<file path="config.mk">
export PLATFORM = sky130hd
export DESIGN_NAME = tpif_neuron
export DESIGN_NICKNAME = d
export VERILOG_FILES = /design/src/rtl/tpif_pkg.sv /design/src/rtl/tpif_cfg_bank.sv /design/src/rtl/tpif_sat_adder.sv /design/src/rtl/tpif_classify.sv /design/src/rtl/tpif_neuron.sv
export SDC_FILE = /design/constraint.sdc
export NUM_CORES = 1
export LEC_CHECK = 0
export ABC_CLOCK_PERIOD_IN_PS = 6800
export BUFFER_PORTS_ARGS = -buffer_cell sky130_fd_sc_hd__buf_2
export CAP_MARGIN = 15
export CORE_ASPECT_RATIO = 1.5
export CORE_MARGIN = 2
export CORE_UTILIZATION = 55
export DETAILED_ROUTE_END_ITERATION = 12
export PLACE_DENSITY_LB_ADDON = 0.05
export SLEW_MARGIN = 20
export SYNTH_ARGS = -nofsm -noshare
export SYNTH_HDL_FRONTEND = slang
export SYNTH_HIERARCHICAL = 1
export SYNTH_SLANG_ARGS = --single-unit
export TNS_END_PERCENT = 1
</file>
<file path="constraint.sdc">
create_clock -name clk -period 6.8 [get_ports clk]
set_input_delay 1.02 -clock clk [delete_from_list [all_inputs] [get_ports clk]]
set_output_delay 1.02 -clock clk [all_outputs]
set_load 0.1 [all_outputs]
</file>
<file path="src/rtl/tpif_pkg.sv">
package tpif_pkg;

   typedef enum logic [1:0] {
      ST_IDLE = 2'd0,
      ST_ADD  = 2'd1,
      ST_ACK  = 2'd2
   } nrn_state_t;

   typedef enum logic [1:0] {
      CL_ABOVE = 2'd0,
      CL_MID   = 2'd1,
      CL_BELOW = 2'd2
   } vregion_t;

   localparam int unsigned SEL_THRESH = 0;
   localparam int unsigned SEL_LEAK   = 1;
   localparam int unsigned SEL_STR0   = 2;

endpackage

</file>
<file path="src/rtl/tpif_cfg_bank.sv">
module tpif_cfg_bank #(
   parameter int unsigned PW     = 8,
   parameter int unsigned NTYPES = 3,
   parameter int unsigned AW     = 3
) (
   input  logic                          clk,
   input  logic                          rst_n,
   input  logic                          we_i,
   input  logic [AW-1:0]                 sel_i,
   input  logic [PW-1:0]                 data_i,
   output logic [PW-1:0]                 thresh_o,
   output logic [PW-1:0]                 leak_o,
   output logic [NTYPES-1:0][PW-1:0]     str_o
);
   import tpif_pkg::*;

   if (AW < $clog2(SEL_STR0 + NTYPES)) begin : g_bad_aw
      $error("tpif_cfg_bank: select width too narrow");
   end

   always_ff @(posedge clk or negedge rst_n) begin
      if (!rst_n) begin
         thresh_o <= '0;
         leak_o   <= '0;
      end else if (we_i) begin
         if (sel_i == AW'(SEL_THRESH)) thresh_o <= data_i;
         if (sel_i == AW'(SEL_LEAK))   leak_o   <= data_i;
      end
   end

   for (genvar g = 0; g < NTYPES; g++) begin : g_str
      always_ff @(posedge clk or negedge rst_n) begin
         if (!rst_n)                                  str_o[g] <= '0;
         else if (we_i && sel_i == AW'(SEL_STR0 + g)) str_o[g] <= data_i;
      end
   end

endmodule

</file>
<file path="src/rtl/tpif_sat_adder.sv">
module tpif_sat_adder #(
   parameter int unsigned VW  = 10,
   parameter int unsigned PW  = 8,
   parameter bit          SAT = 1'b1
) (
   input  logic [VW-1:0] a_i,
   input  logic [PW-1:0] b_i,
   output logic [VW-1:0] sum_o
);
   localparam int unsigned EXT = VW + 1 - PW;

   if (VW <= PW) begin : g_bad_w
      $error("tpif_sat_adder: voltage must be wider than operand");
   end

   logic [VW:0] wide;
   assign wide = {a_i[VW-1], a_i} + {{EXT{b_i[PW-1]}}, b_i};

   if (SAT) begin : g_sat
      logic ovf;
      assign ovf   = wide[VW] ^ wide[VW-1];
      assign sum_o = ovf ? (wide[VW] ? {1'b1, {(VW-1){1'b0}}}
                                     : {1'b0, {(VW-1){1'b1}}})
                         : wide[VW-1:0];
      always_comb begin
         if (!a_i[VW-1] && !b_i[PW-1])
            AST_NO_WRAP_POS: assert (!sum_o[VW-1]);
         if (a_i[VW-1] && b_i[PW-1])
            AST_NO_WRAP_NEG: assert (sum_o[VW-1]);
      end
   end else begin : g_wrap
      assign sum_o = wide[VW-1:0];
   end

endmodule

</file>
<file path="src/rtl/tpif_classify.sv">
module tpif_classify #(
   parameter int unsigned VW = 10,
   parameter int unsigned PW = 8
) (
   input  logic [VW-1:0]        volt_i,
   input  logic [PW-1:0]        thresh_i,
   output tpif_pkg::vregion_t   region_o
);
   import tpif_pkg::*;

   logic [VW-1:0] thr_ext;
   assign thr_ext = {{(VW-PW){thresh_i[PW-1]}}, thresh_i};

   always_comb begin
      if ($signed(volt_i) > $signed(thr_ext)) region_o = CL_ABOVE;
      else if (volt_i[VW-1])                  region_o = CL_BELOW;
      else                                    region_o = CL_MID;
   end

endmodule

</file>
<file path="src/rtl/tpif_neuron.sv">
module tpif_neuron #(
   parameter int unsigned VW     = 10,
   parameter int unsigned PW     = 8,
   parameter int unsigned NTYPES = 3,
   parameter bit          SAT    = 1'b1,
   localparam int unsigned TW    = $clog2(NTYPES + 1),
   localparam int unsigned AW    = $clog2(NTYPES + 2)
) (
   input  logic          clk,
   input  logic          rst_n,
   input  logic          cfg_we,
   input  logic [AW-1:0] cfg_sel,
   input  logic [PW-1:0] cfg_data,
   input  logic          ev_valid,
   input  logic [TW-1:0] ev_type,
   output logic          ev_ready,
   input  logic          sync_valid,
   output logic          sync_ready,
   output logic          spike,
   output logic [VW-1:0] volt
);
   import tpif_pkg::*;

   if (NTYPES < 1) begin : g_bad_types
      $error("tpif_neuron: need at least one synapse type");
   end

   nrn_state_t             state;
   logic [TW-1:0]          type_q;
   logic [PW-1:0]          thresh, leak, sel_str;
   logic [NTYPES-1:0][PW-1:0] str;
   vregion_t               region;
   logic [VW-1:0]          add_a, add_sum;
   logic [PW-1:0]          add_b;
   logic                   sync_fire;

   tpif_cfg_bank #(.PW(PW), .NTYPES(NTYPES), .AW(AW)) u_cfg (
      .clk(clk), .rst_n(rst_n), .we_i(cfg_we), .sel_i(cfg_sel),
      .data_i(cfg_data), .thresh_o(thresh), .leak_o(leak), .str_o(str)
   );

   tpif_classify #(.VW(VW), .PW(PW)) u_cls (
      .volt_i(volt), .thresh_i(thresh), .region_o(region)
   );

   tpif_sat_adder #(.VW(VW), .PW(PW), .SAT(SAT)) u_add (
      .a_i(add_a), .b_i(add_b), .sum_o(add_sum)
   );

   assign ev_ready   = (state == ST_ACK);
   assign sync_ready = (state == ST_IDLE) && !ev_valid;
   assign sync_fire  = sync_valid && sync_ready;

   always_comb begin
      sel_str = '0;
      for (int k = 0; k < NTYPES; k++)
         if (type_q == TW'(k)) sel_str = str[k];
   end

   // shared adder operand selection
   always_comb begin
      add_a = volt;
      add_b = '0;
      if (state == ST_ADD) begin
         add_b = sel_str;
      end else if (sync_fire) begin
         if (region == CL_MID) add_b = leak;
         else                  add_a = '0;
      end
   end

   always_ff @(posedge clk or negedge rst_n) begin
      if (!rst_n) begin
         state  <= ST_IDLE;
         type_q <= '0;
         volt   <= '0;
         spike  <= 1'b0;
      end else begin
         spike <= sync_fire && (region == CL_ABOVE);
         case (state)
            ST_IDLE: begin
               if (ev_valid) begin
                  type_q <= ev_type;
                  state  <= ST_ADD;
               end else if (sync_fire) begin
                  volt <= add_sum;
               end
            end
            ST_ADD: begin
               volt  <= add_sum;
               state <= ST_ACK;
            end
            default: state <= ST_IDLE;
         endcase
      end
   end

   AST_READY_EXCL: assert property (@(posedge clk) disable iff (!rst_n)
      !(ev_ready && sync_ready));

   AST_ACK_SINGLE: assert property (@(posedge clk) disable iff (!rst_n)
      ev_ready |=> !ev_ready);

   AST_SPIKE_CLEARS: assert property (@(posedge clk) disable iff (!rst_n)
      spike |-> (volt == '0));

   AST_BELOW_CLEARS: assert property (@(posedge clk) disable iff (!rst_n)
      (sync_fire && region == CL_BELOW) |=> (volt == '0 && !spike));

   AST_IDLE_HOLD: assert property (@(posedge clk) disable iff (!rst_n)
      (state == ST_IDLE && !sync_fire) |=> $stable(volt));

endmodule

</file>
After elaboration in Yosys (flattened, before gate mapping)
Index checks and enable logic that the tools add are counted.

Input bits: 18. Logic and storage cells: 58. Output and inout bits: 13. Register bits after elaboration: 55.

Eq/ne operators: 12. Mux-type cells: 18. $add $sub $neg: 1. Bitwise logic cells: 1. Order comparisons: 1. Reductions and logical operators: 16.

Operators by type and width (count): $mux 10 (7); $mux 8 (6); $pmux 10 s2 (1); $add 10x8->11 (1); $gt 10x8->1 (1); $eq 2x1->1 const B (3); $eq 3x2->1 const B (2); $logic_and 1x1->1 (6); $logic_not 2->1 (3); $mux 2 (3); $ne 2x2->1 const B (3); $reduce_and 2->1 (3); $eq 2x2->1 const B (2); $pmux 2 s2 (1); $eq 3x1->1 const B (1); $eq 3x3->1 const B (1); $logic_not 3->1 (1); $reduce_and 3->1 (1); $reduce_bool 2->1 (1); $logic_not 1->1 (1); $xor 1x1->1 (1).

Longest topological paths before layout
Gate-level depths: netlist of run 1.

Word-level depth: 12. Depth in mapped cells: 19. Gate-level depth less buffers: 17.

Hierarchy
The synthesis of run 1 kept the hierarchy.

Modules (own cells, without submodules): tpif_cfg_bank (seq. area each 1001.0 µm², cells an instance 88, area each 1529.0 µm², times used 1); tpif_neuron (seq. area each 375.4 µm², cells an instance 95, area each 1006.0 µm², times used 1); tpif_sat_adder (seq. area each 0.0 µm², cells an instance 97, area each 787.0 µm², times used 1); tpif_classify (seq. area each 0.0 µm², cells an instance 35, area each 261.5 µm², times used 1).

Worst setup path after synthesis of run 1
No wires, ideal clock.

Path type: reg-to-reg. From: register volt[7]. To: register volt[8]. Required time: 6.674 ns. Stages on the path, launching flop included: 19. Setup time: 0.126 ns. Path slack: 1.652 ns. Data arrival time: 5.023 ns. Clock period less this slack: 5.148 ns. Path buffers: 2. Cell sequence: dfrtp_1 > ha_1 > a21o_1 > a2111oi_2 > o221ai_1 > a21boi_1 > nand2b_1 > or4b_1 > buf_6 > and2_4 > ha_1 > fa_1 > a211oi_2 > o21a_2 > o221ai_2 > buf_2 > o21ai_1 > o22ai_1 > mux2_2.

Cells in the longest elaborated chain, start to end: 12. Elaborated cells on any way between the ends: 16. Classes of those cells: add/sub (1); order compare (1); eq/ne (1); mux (12); bitwise (1).

RTL lines: start, declared (line tpif_neuron.sv:20) `output logic [VW-1:0] volt`; start signal, assigned (line tpif_neuron.sv:86) `volt <= add_sum;`; start signal, assigned (line tpif_neuron.sv:90) `volt <= add_sum;`; $gt 10x8->1 (*) (line tpif_classify.sv:15) `if ($signed(volt_i) > $signed(thr_ext)) region_o = CL_ABOVE;`; $mux 2 (*) (line tpif_classify.sv:15); via region[1] (line tpif_neuron.sv:32) `vregion_t region;`; $eq 2x1->1 (*) (line tpif_neuron.sv:67) `if (region == CL_MID) add_b = leak;`; $mux 10 (*) (line tpif_neuron.sv:67); $mux 10 (*) (line tpif_neuron.sv:66) `end else if (sync_fire) begin`; $mux 10 (*) (line tpif_neuron.sv:64) `if (state == ST_ADD) begin`; via add_a[0] (line tpif_neuron.sv:33) `logic [VW-1:0] add_a, add_sum;`; $add 10x8->11 (*) (line tpif_sat_adder.sv:17) `assign wide = {a_i[VW-1], a_i} + {{EXT{b_i[PW-1]}}, b_i};`; $mux 10 / $xor 1x1->1 (equally long branches) (line tpif_sat_adder.sv:22, tpif_sat_adder.sv:21); $mux 10 (*) (line tpif_sat_adder.sv:22) `assign sum_o = ovf ? (wide[VW] ? {1'b1, {(VW-1){1'b0}}}`; via add_sum[8] (line tpif_neuron.sv:33); $mux 10 (line tpif_neuron.sv:85) `end else if (sync_fire) begin`; $mux 10 (line tpif_neuron.sv:82) `if (ev_valid) begin`; $pmux 10 s2 (*) (line tpif_neuron.sv:80) `case (state)`.

Mark *: on every way through the listed nets, which the timed path passes. The rest lies on a longest branch. The select of a mux whose other input is x is not followed. A chain may end at the register's enable or synchronous reset.

Worst setup path after layout of run 1
Same ends and word-level chain as after synthesis.

==> results.cfg, run 1 <==
[synthesis]
synthesis.area_um2 = 3580
synth_edf_count = 0
synthCells = 315
synth_top_area_share_pct = 38.4
yosysMostFrequentCell = dfrtp_1
syn_avg_cell_area_um2 = 11.4
syn_nets = 354
netlist-cell-type-count = 61
synth_commonest_cells = 55 x dfrtp_1, 52 x mux2_2, 22 x inv_1
yosysWarningCount = 6
yosysSeqAreaShare_pct = 38.4
ys.flop_type = dfrtp_1
yosys.area.top_type = dfrtp_1
synth.ff_latch_count = 55
async_flop_share_pct = 100
synth_area_leaders = dfrtp_1 38%, mux2_2 16%, ha_1 7.0%

[grt]
grt-busiest-layer = met2
grt_util_met2_pct = 40.7
antenna_found_initial = 0
grt_pass1_wl_mm = 12.1
grt_pass1_vias = 2493
grt_max_degree = 56
grtUsageMet3_pct = 2.83
globalRouteMet1Util_pct = 25.0
grtUsageTotal_pct = 21.4
grt-ovfl-total = 0

[timing]
tightest_slew_ns = 0.928
final.period_utilization_pct = 76.7
fmax_ghz = 0.192
min_period_ns = 5.22
tns_ns = 0
relSlewSlack_pct = 37.9
rsz0062_at_grt = no
fin_skew_ns = 0.00370
hold_viol_final = 0
drv_slew = 0
setup_viol = 0

[drt]
wl_mm = 7.19
dr.pass1.iters = 4
antenna_left = 0
avgRoutedWirePerCell_um = 17.2
num_vias = 2530
drc_errors = 0
drt_iter0_markers = 60
avgViaCountPerCell = 6.07

[cts]
htree_levels = 2
cts_hold_buf = 0
numCtsBuffers = 5
cts_num_sinks = 55
cts_buffer_depth = 2
cts_tree = done
cts_root_buffer = clkbuf_8
post_cts_buffers = 0
clock_latency_ns = 0.31
cts.clk_slew.worst_paths_ns = 0.10
ctsResizeCount = 0

[power_and_ir_drop]
ir_drop_uv = 167
fin_total_pwr_uw = 1670
leakage_uw = 0.00174
powerDensity_nw_per_um2 = 433

[hold_path]
min_to = u_cfg/str_o[7]$_DFFE_PN0P_
min_path_cells = 1
min_path_type = flip-flop to flip-flop
worstHoldStart = u_cfg/str_o[7]$_DFFE_PN0P_

[final_layout]
drive_gt1_share_pct = 36.1
fin_nets = 379
utilization_pct = 60.5
antenna_cells = 0
syn2layout_area_growth_pct = 7.96

[critical_path]
critPathArrivalTime_ns = 5.42
reg2reg_slack_ns = 1.58
end_kind = flip-flop
cp.required_ns = 7.00
worst-setup-path-type = flip-flop to flip-flop
crit_path_start_kind = flip-flop
rr_endpoint = volt[8]$_DFFE_PN0P_
crit_fanout = 12
worstRegToRegCells = 16
r2r-start = volt[7]$_DFFE_PN0P_

[placement]
dp_hpwl_mm = 5.65
place.gp.congestion = 0.819
numPortBuffers = 30

[floorplanning]
num_rows = 36
io_pins = 31
die_h_um = 103
start_util_pct = 56.0
core-area_um2 = 6400
dieArea_um2 = 7190
chipWidth_um = 69.9

[run_status]
status = finished, final reports clean

[job]
maxCapViolations = 0
==> critical path: stages, from the launching register on <==
cell,delay (ns)
dfrtp_1,0.44
ha_1,0.33
a21o_1,0.19
a2111oi_2,0.36
o221ai_1,0.22
a21boi_1,0.21
nand2b_1,0.16
or4b_1,0.65
and2_4,0.25
ha_1,0.24
fa_1,0.45
a211oi_2,0.32
o21a_2,0.22
o221ai_2,0.24
o21ai_1,0.35
o22ai_1,0.18
mux2_2,0.30
==> cell families after synthesis <==
kind of cell | count (synthesis) | synth area share, %
AOI/OAI and AO/OA | 84 | 18.1
xor gates and xnor gates | 6 | 1.47
adders and majority gates | 28 | 9.67
buffers and inverters | 38 | 5.27
DFF | 55 | 38.4
muxes | 55 | 17.2
and+or+nand+nor | 49 | 9.88
==> registers in the layout (all words and copies together), names as in the netlist <==
signal and flops:
u_cfg/thresh_o 8, u_cfg/str_o 24, state 2, volt 10, type_q 2, u_cfg/leak_o 8, spike 1
==> how the worst max path moves through the flow <==
stage / startpoint / end / slack (ns) / cells after the start
3_5_place_dp: volt[7]$_DFFE_PN0P_ / volt[8]$_DFFE_PN0P_ / 1.62 / 15
4_1_cts: volt[7]$_DFFE_PN0P_ / volt[8]$_DFFE_PN0P_ / 1.59 / 15
3_3_place_gp: volt[7]$_DFFE_PN0P_ / volt[8]$_DFFE_PN0P_ / 1.74 / 16
2_1_floorplan: volt[7]$_DFFE_PN0P_ / volt[8]$_DFFE_PN0P_ / 1.65 / 18
6_report: volt[7]$_DFFE_PN0P_ / volt[8]$_DFFE_PN0P_ / 1.58 / 16
5_1_grt: u_cfg/thresh_o[7]$_DFFE_PN0P_ / volt[8]$_DFFE_PN0P_ / 1.24 / 16
==> metrics by stage <==
stage	hold slack, ns	instances	cell area (µm²)	setup WS [ns]
after floorplan	0.473	315	3580	1.65
after global placement	0.483	409	3750	1.74
after detailed placement	0.487	409	3750	1.62
after CTS	0.512	417	3870	1.59
after global routing	0.525	417	3870	1.24
final	0.507	417	3870	1.58
==> layout by cell type, fill, tap and decap left out, drive strengths merged, types with 4 or more instances in the layout <==
cell type / instances
a21oi: 21
a211o: 8
and2: 10
nor2b: 10
nor2: 4
maj3: 7
ha: 20
dfrtp: 55
mux2: 52
xor2: 4
o211ai: 4
buf: 34
nand2: 7
inv: 23
o21ai: 17
a32o: 8
clkbuf: 5
==> power by group <==
group          switching [µW]  internal (µW)
sequential               80.7            412
combinational             583            377
clock                     108            112
==> per-layer routing <==
layer  routed length, µm  vias up
li1                    -     1227
met1                2950     1258
met2                3960       35
met3                 148       10
met4                 134        0
met5                   0        -
==> layout make-up <==
class / instances / area, µm²
Clock buffer: 5 / 68.8
Multi-Input combinational cell: 222 / 2020
Timing Repair Buffer: 34 / 180
Clock inverter: 3 / 47.5
Tap cell: 76 / 95.1
Inverter: 22 / 82.6
Sequential cell: 55 / 1380
Fill cell: 562 / 2530
Note: power is estimated with default switching activity, not from simulation.
==> run 2, diff against run 1 <==
- ABC_CLOCK_PERIOD_IN_PS: 6800 -> 5430
- clock period: 6.8 -> 5.43 ns (I/O delays scaled with it)
==> run 2 against run 1 <==
- setup slack got worse by 1.3 ns
- first-iteration DRC count grew 47%
- fmax rose by 2.3%
- design area rose by 0.42%
- sequential cell count did not move
- die area unchanged
- power grew 26%
- combinational power rose by 26%
- clock skew up 0.0051 ns
- sequential share of layout area shrank 0.15 points
- clock power grew 26%
- global-route usage grew 0.48 points
- critical endpoint unchanged
- highest routed layer unchanged
==> results.cfg, run 2 (synthesis gave the netlist of run 1 again) <==
[final_layout]
most-common-layout-cells = 55 x dfrtp_1, 52 x mux2_2, 30 x buf_2
syn2layout_area_growth_pct = 8.41
layout_commonest_cell = dfrtp_1
utilization_pct = 60.7
regMostFlops = u_cfg/str_o
reg.largest.list = u_cfg/str_o x24, volt x10
largest_reg_flops = 24
antenna_cells = 0
drive_gt1_share_pct = 36.4
final.fill_count = 571
fin_nets = 381
final_cells = 419

[critical_path]
cp-startpoint = u_cfg/thresh_o[7]$_DFFE_PN0P_
cp.required_ns = 5.63
worstRegToRegCells = 17
critPathTopFamily = compound AO/OA/AOI/OAI gates
crit_fanout = 12
critPathArrivalTime_ns = 5.30
max_stage_delay_ns = 0.64
crit_path_start_kind = flip-flop
end_kind = flip-flop
critPathBufInv = 1
reg2reg_slack_ns = 0.33
worstSetupPathDepth = 17
cpMostUsedCell = ha_1
worst-setup-path-type = flip-flop to flip-flop
r2r-start = u_cfg/thresh_o[7]$_DFFE_PN0P_
cp_cell_sequence = inv_1 -> ha_1 -> a21o_1 -> a2111oi_2 -> o221ai_1 -> a21boi_1 -> nand2b_1 -> or4b_1 -> and2_4 -> ha_1 -> fa_1 -> a211oi_2 -> o21a_2 -> o221ai_2 -> o21ai_1 -> o22ai_1 -> mux2_2
rr_endpoint = volt[8]$_DFFE_PN0P_
endpoint = volt[8]$_DFFE_PN0P_
critPathSlowestCell = or4b_1

[placement]
place.gp.congestion = 0.901
place_ws_ns = 0.383
dp_hpwl_mm = 5.75
post-place-cells = 411
numPortBuffers = 30

[drt]
dr.pass1.iters = 4
avgRoutedWirePerCell_um = 17.6
avgViaCountPerCell = 6.04
drc_errors = 0
antenna_left = 0
wl_mm = 7.35
drt_iter0_markers = 88
num_vias = 2529

[timing]
drv_slew = 0
tns_ns = 0
min_period_ns = 5.10
relSlewSlack_pct = 52.3
final.period_utilization_pct = 93.9
fmax_ghz = 0.196
setup_viol = 0
rsz0062_at_grt = no
setup_ws_ns = 0.329
hold_viol_final = 0
tightest_slew_ns = 0.715
fin_skew_ns = 0.00884

[grt]
grt-busiest-layer = met2
grt_pass1_wl_mm = 12.4
antenna_found_initial = 0
grt-ovfl-total = 0
grt_max_degree = 56
grtUsageMet3_pct = 2.93
globalRouteMet1Util_pct = 26.0
grtUsageTotal_pct = 21.9
grt_util_met2_pct = 40.9
grt_pass1_vias = 2504

[job]
maxCapViolations = 0

[cts]
ctsResizeCount = 0
clock_latency_ns = 0.30
cts_hold_buf = 0
cts_tree = done
cts_buffer_depth = 2
cts.clk_slew.worst_paths_ns = 0.10
cts_root_buffer = clkbuf_8
cts_num_sinks = 55
post_cts_buffers = 0
numCtsBuffers = 5
htree_levels = 2

[floorplanning]
die_h_um = 103
dieArea_um2 = 7190
core-area_um2 = 6400
chipWidth_um = 69.9
num_rows = 36
io_pins = 31
start_util_pct = 56.0

[power_and_ir_drop]
powerDensity_nw_per_um2 = 541
ir_drop_uv = 252
fin_total_pwr_uw = 2100
leakage_uw = 0.00175

[run_status]
status = finished, final reports clean

[hold_path]
min_path_type = flip-flop to flip-flop
-- run 2: how the worst min path moves through the flow --
stage	startpoint	cells after the start	to
floorplan	u_cfg/str_o[0]$_DFFE_PN0P_	1	u_cfg/str_o[0]$_DFFE_PN0P_
global placement	u_cfg/str_o[2]$_DFFE_PN0P_	1	u_cfg/str_o[2]$_DFFE_PN0P_
detailed placement	u_cfg/str_o[6]$_DFFE_PN0P_	1	u_cfg/str_o[6]$_DFFE_PN0P_
CTS	u_cfg/str_o[7]$_DFFE_PN0P_	1	u_cfg/str_o[7]$_DFFE_PN0P_
global route	u_cfg/str_o[1]$_DFFE_PN0P_	1	u_cfg/str_o[1]$_DFFE_PN0P_
finish	u_cfg/str_o[7]$_DFFE_PN0P_	1	u_cfg/str_o[7]$_DFFE_PN0P_
-- run 2: worst register-to-register path, cell delays in order, from the launching register on --
cell       delay (ns)
dfrtp_1          0.39
inv_1            0.11
ha_1             0.26
a21o_1           0.20
a2111oi_2        0.34
o221ai_1         0.20
a21boi_1         0.20
nand2b_1         0.15
or4b_1           0.64
and2_4           0.24
ha_1             0.24
fa_1             0.44
a211oi_2         0.30
o21a_2           0.22
o221ai_2         0.25
o21ai_1          0.37
o22ai_1          0.16
mux2_2           0.30
-- run 2: final cells by class --
type | instances | area (µm²) | share of cell area, %
clock buffer | 6 | 82.6 | 2.13
clock inverter | 2 | 35.0 | 0.902
inverter | 22 | 82.6 | 2.13
multi-input combinational | 222 | 2020 | 51.9
sequential | 55 | 1380 | 35.4
tap | 76 | 95.1 | 2.45
timing repair buffer | 36 | 195 | 5.02
-- run 2: metal layers --
| layer | part of all wire (%) | vias to the layer above |
|---|---|---|
| met2 | 54 | 45 |
| met1 | 42 | 1238 |
| met5 | 0 | - |
| met4 | 2.1 | 0 |
| met3 | 2.1 | 15 |
| li1 | - | 1231 |
-- run 2: stage by stage --
stage | hold WS (ns) | cell area, µm²
2_1_floorplan | 0.473 | 3580
5_1_grt | 0.519 | 3880
6_report | 0.506 | 3880
3_5_place_dp | 0.488 | 3770
3_3_place_gp | 0.482 | 3770
4_1_cts | 0.510 | 3880
-- run 2: power by group --
| group | switching [µW] | internal, µW | leakage (µW) |
|---|---|---|---|
| combinational | 730 | 475 | 0.00103 |
| clock | 129 | 149 | 0.0000612 |
| sequential | 100 | 516 | 0.000665 |
==> run 3, diff against run 2 <==
- PLACE_DENSITY: not set -> 0.75
- PLACE_DENSITY_LB_ADDON: 0.05 -> not set
- SYNTH_HIERARCHICAL: 1 -> not set
==> run 3 against run 2 <==
- clock power fell by 21%
- design area fell by 11%
- sequential power barely moved
- via count fell by 7.2%
- area after synthesis fell by 12%
- clock skew fell by 0.0023 ns
- global-route usage rose by 0.55 points
- count of clock-buffer cells in the layout did not move
- sequential share of layout area rose by 4.2 points
- critical path depth fell by 4
- combinational power fell by 17%
==> results.cfg, run 3 <==
[grt]
grt-ovfl-total = 0
grt_max_degree = 56
grtUsageTotal_pct = 22.4
grt_pass1_vias = 2362
grt_pass1_wl_mm = 11.2
antenna_found_initial = 0

[drt]
drc_errors = 0
avgViaCountPerCell = 5.87
wl_mm = 6.70
drt_iter0_markers = 161
antenna_left = 0
dr.pass1.iters = 4
avgRoutedWirePerCell_um = 16.7
num_vias = 2346

[power_and_ir_drop]
ir_drop_uv = 266
switchingPower_uw = 889
swShare_pct = 48.3
power_frac_clock_pct = 12.0
power.internal_uw = 950
powerDensity_nw_per_um2 = 529
combPwrFrac_pct = 54.6
leakage_uw = 0.00159
power.sequential.fraction_pct = 33.4

[placement]
numPortBuffers = 30
post-place-cells = 392
dpl_cell_area_um2 = 3390
place.gp.congestion = 0.849
dp_hpwl_mm = 5.23

[run_status]
status = finished, final reports clean

[cts]
cts_buffer_depth = 2
cts.clk_slew.worst_paths_ns = 0.10
clock_latency_ns = 0.31
ctsResizeCount = 0
post_cts_buffers = 0
cts_tree = done
cts_hold_buf = 0
cts_root_buffer = clkbuf_8
numCtsBuffers = 5
cts_num_sinks = 55
htree_levels = 2

[timing]
fmax_ghz = 0.236
hold_viol_final = 0
tightest_slew_ns = 0.712
final.period_utilization_pct = 78.2
rsz0062_at_grt = no
fin_skew_ns = 0.00658
relSlewSlack_pct = 52.3
tns_ns = 0
drv_slew = 0
setup_viol = 0
min_period_ns = 4.24

[job]
maxCapViolations = 0

[floorplanning]
io_pins = 31
core-area_um2 = 5490
die_h_um = 96.9
start_util_pct = 57.6
chipWidth_um = 65.9
dieArea_um2 = 6390
num_rows = 33

[final_layout]
final.fill_count = 468
most-common-layout-cells = 55 x dfrtp_1, 35 x mux2_2, 30 x buf_2
drive_gt1_share_pct = 25.2
layout_commonest_cell = dfrtp_1
antenna_cells = 0
syn2layout_area_growth_pct = 9.89
final_cells = 400
reg.largest.list = u_cfg.str_o x24, volt x10
regMostFlops = u_cfg.str_o
fin_nets = 368
stdcell_area_um2 = 3480
largest_reg_flops = 24

[critical_path]
critPathSlowestCell = or4b_4
cp.required_ns = 5.66
end_kind = flip-flop
critPathTopFamily = compound AO/OA/AOI/OAI gates
max_stage_delay_ns = 0.52
critPathArrivalTime_ns = 4.48
cp_cell_sequence = ha_1 -> a21o_1 -> a2111oi_0 -> o211ai_1 -> a211oi_2 -> a22o_1 -> ha_1 -> a21oi_1 -> nor2b_1 -> o311a_4 -> or4b_4 -> o311a_4 -> o22ai_1
crit_path_start_kind = flip-flop
critPathBufInv = 0
crit_fanout = 8
worst-setup-path-type = flip-flop to flip-flop

[synthesis]
yosysSeqAreaShare_pct = 43.5
synth.ff_latch_count = 55
synth_area_leaders = dfrtp_1 44%, mux2_2 12%, ha_1 7.9%
synth_edf_count = 0
syn_nets = 336
ys.flop_type = dfrtp_1
syn_avg_cell_area_um2 = 10.6
yosys.area.top_type = dfrtp_1
synth_top_area_share_pct = 43.5
synthesis.area_um2 = 3160
yosysMostFrequentCell = dfrtp_1
yosysWarningCount = 0
synth_commonest_cells = 55 x dfrtp_1, 35 x mux2_2, 22 x nand2_1
synthCells = 297
async_flop_share_pct = 100
netlist-cell-type-count = 47

[hold_path]
min_path_type = flip-flop to flip-flop
run 3: cell types whose count changed after synthesis, moves of 7 or more:
cell     before  now
a211o_1       8    0
a22o_1        0    8
a32o_1        8    0
and2_4       10    0
and3_1        3   10
inv_1        22   11
mux2_2       52   35
nand2_1       7   22
nor2_1        3   16
o21ai_0      13   20
run 3: area by class of cell:
type | instances | area, µm² | area share [%]
inverters | 12 | 45.0 | 1.30
repair buffers | 32 | 165 | 4.75
flip-flops and latches | 55 | 1380 | 39.6
well taps | 70 | 87.6 | 2.52
multi-input cells | 223 | 1720 | 49.4
clock inverters | 2 | 12.5 | 0.360
clock buffers | 6 | 72.6 | 2.09
run 3: final timing paths:
kind	from	end	slack [ns]	cells past startpoint
worst max-delay path	volt[7]$_DFFE_PN0P_	volt[7]$_DFFE_PN0P_	1.19	13
worst min-delay path	u_cfg.str_o[6]$_DFFE_PN0P_	u_cfg.str_o[6]$_DFFE_PN0P_	0.51	1
worst max register to register	volt[7]$_DFFE_PN0P_	volt[7]$_DFFE_PN0P_	1.19	13
worst min register to register	u_cfg.str_o[6]$_DFFE_PN0P_	u_cfg.str_o[6]$_DFFE_PN0P_	0.51	1
max in group asynchronous	rst_n	volt[3]$_DFFE_PN0P_	4.35	2
min in group asynchronous	rst_n	type_q[1]$_DFFE_PN0P_	0.62	2
run 3: kinds of logic after synthesis:
family	share of synthesized area (%)
muxes	15.0
xor gates and xnor gates	1.66
buffers and inverters	2.37
DFF	43.5
AOI/OAI and AO/OA	14.7
adders and majority gates	8.54
and+or+nand+nor	14.2
run 3: through the flow:
step | hold WS [ns] | total power [µW] | setup slack, ns | util [%]
3_5_place_dp | 0.494 | 1620 | 1.16 | 61.7
3_3_place_gp | 0.488 | 1600 | 1.27 | 61.7
5_1_grt | 0.527 | 1950 | 0.770 | 63.3
2_1_floorplan | 0.479 | 1400 | 0.711 | -
4_1_cts | 0.517 | 1840 | 1.15 | 63.3
6_report | 0.512 | 1840 | 1.19 | 63.3
run 3: layer usage:
metal / GRT usage (%) / routed length (µm) / up-vias
met1: 26.5 / 2770 / 1150
met4: 6.57 / 119 / 0
met3: 3.02 / 142 / 9
li1: - / - / 1154
met2: 40.9 / 3660 / 33
met5: 0 / 0 / -
run 3: power by group through the flow:
| stage | clock [µW] | combinational [µW] | sequential (µW) |
|---|---|---|---|
| 2_1_floorplan | 0 | 551 | 849 |
| 3_3_place_gp | 0 | 983 | 617 |
| 3_5_place_dp | 0 | 999 | 622 |
| 4_1_cts | 228 | 1000 | 613 |
| 5_1_grt | 245 | 1080 | 628 |
| 6_report | 221 | 1000 | 614 |
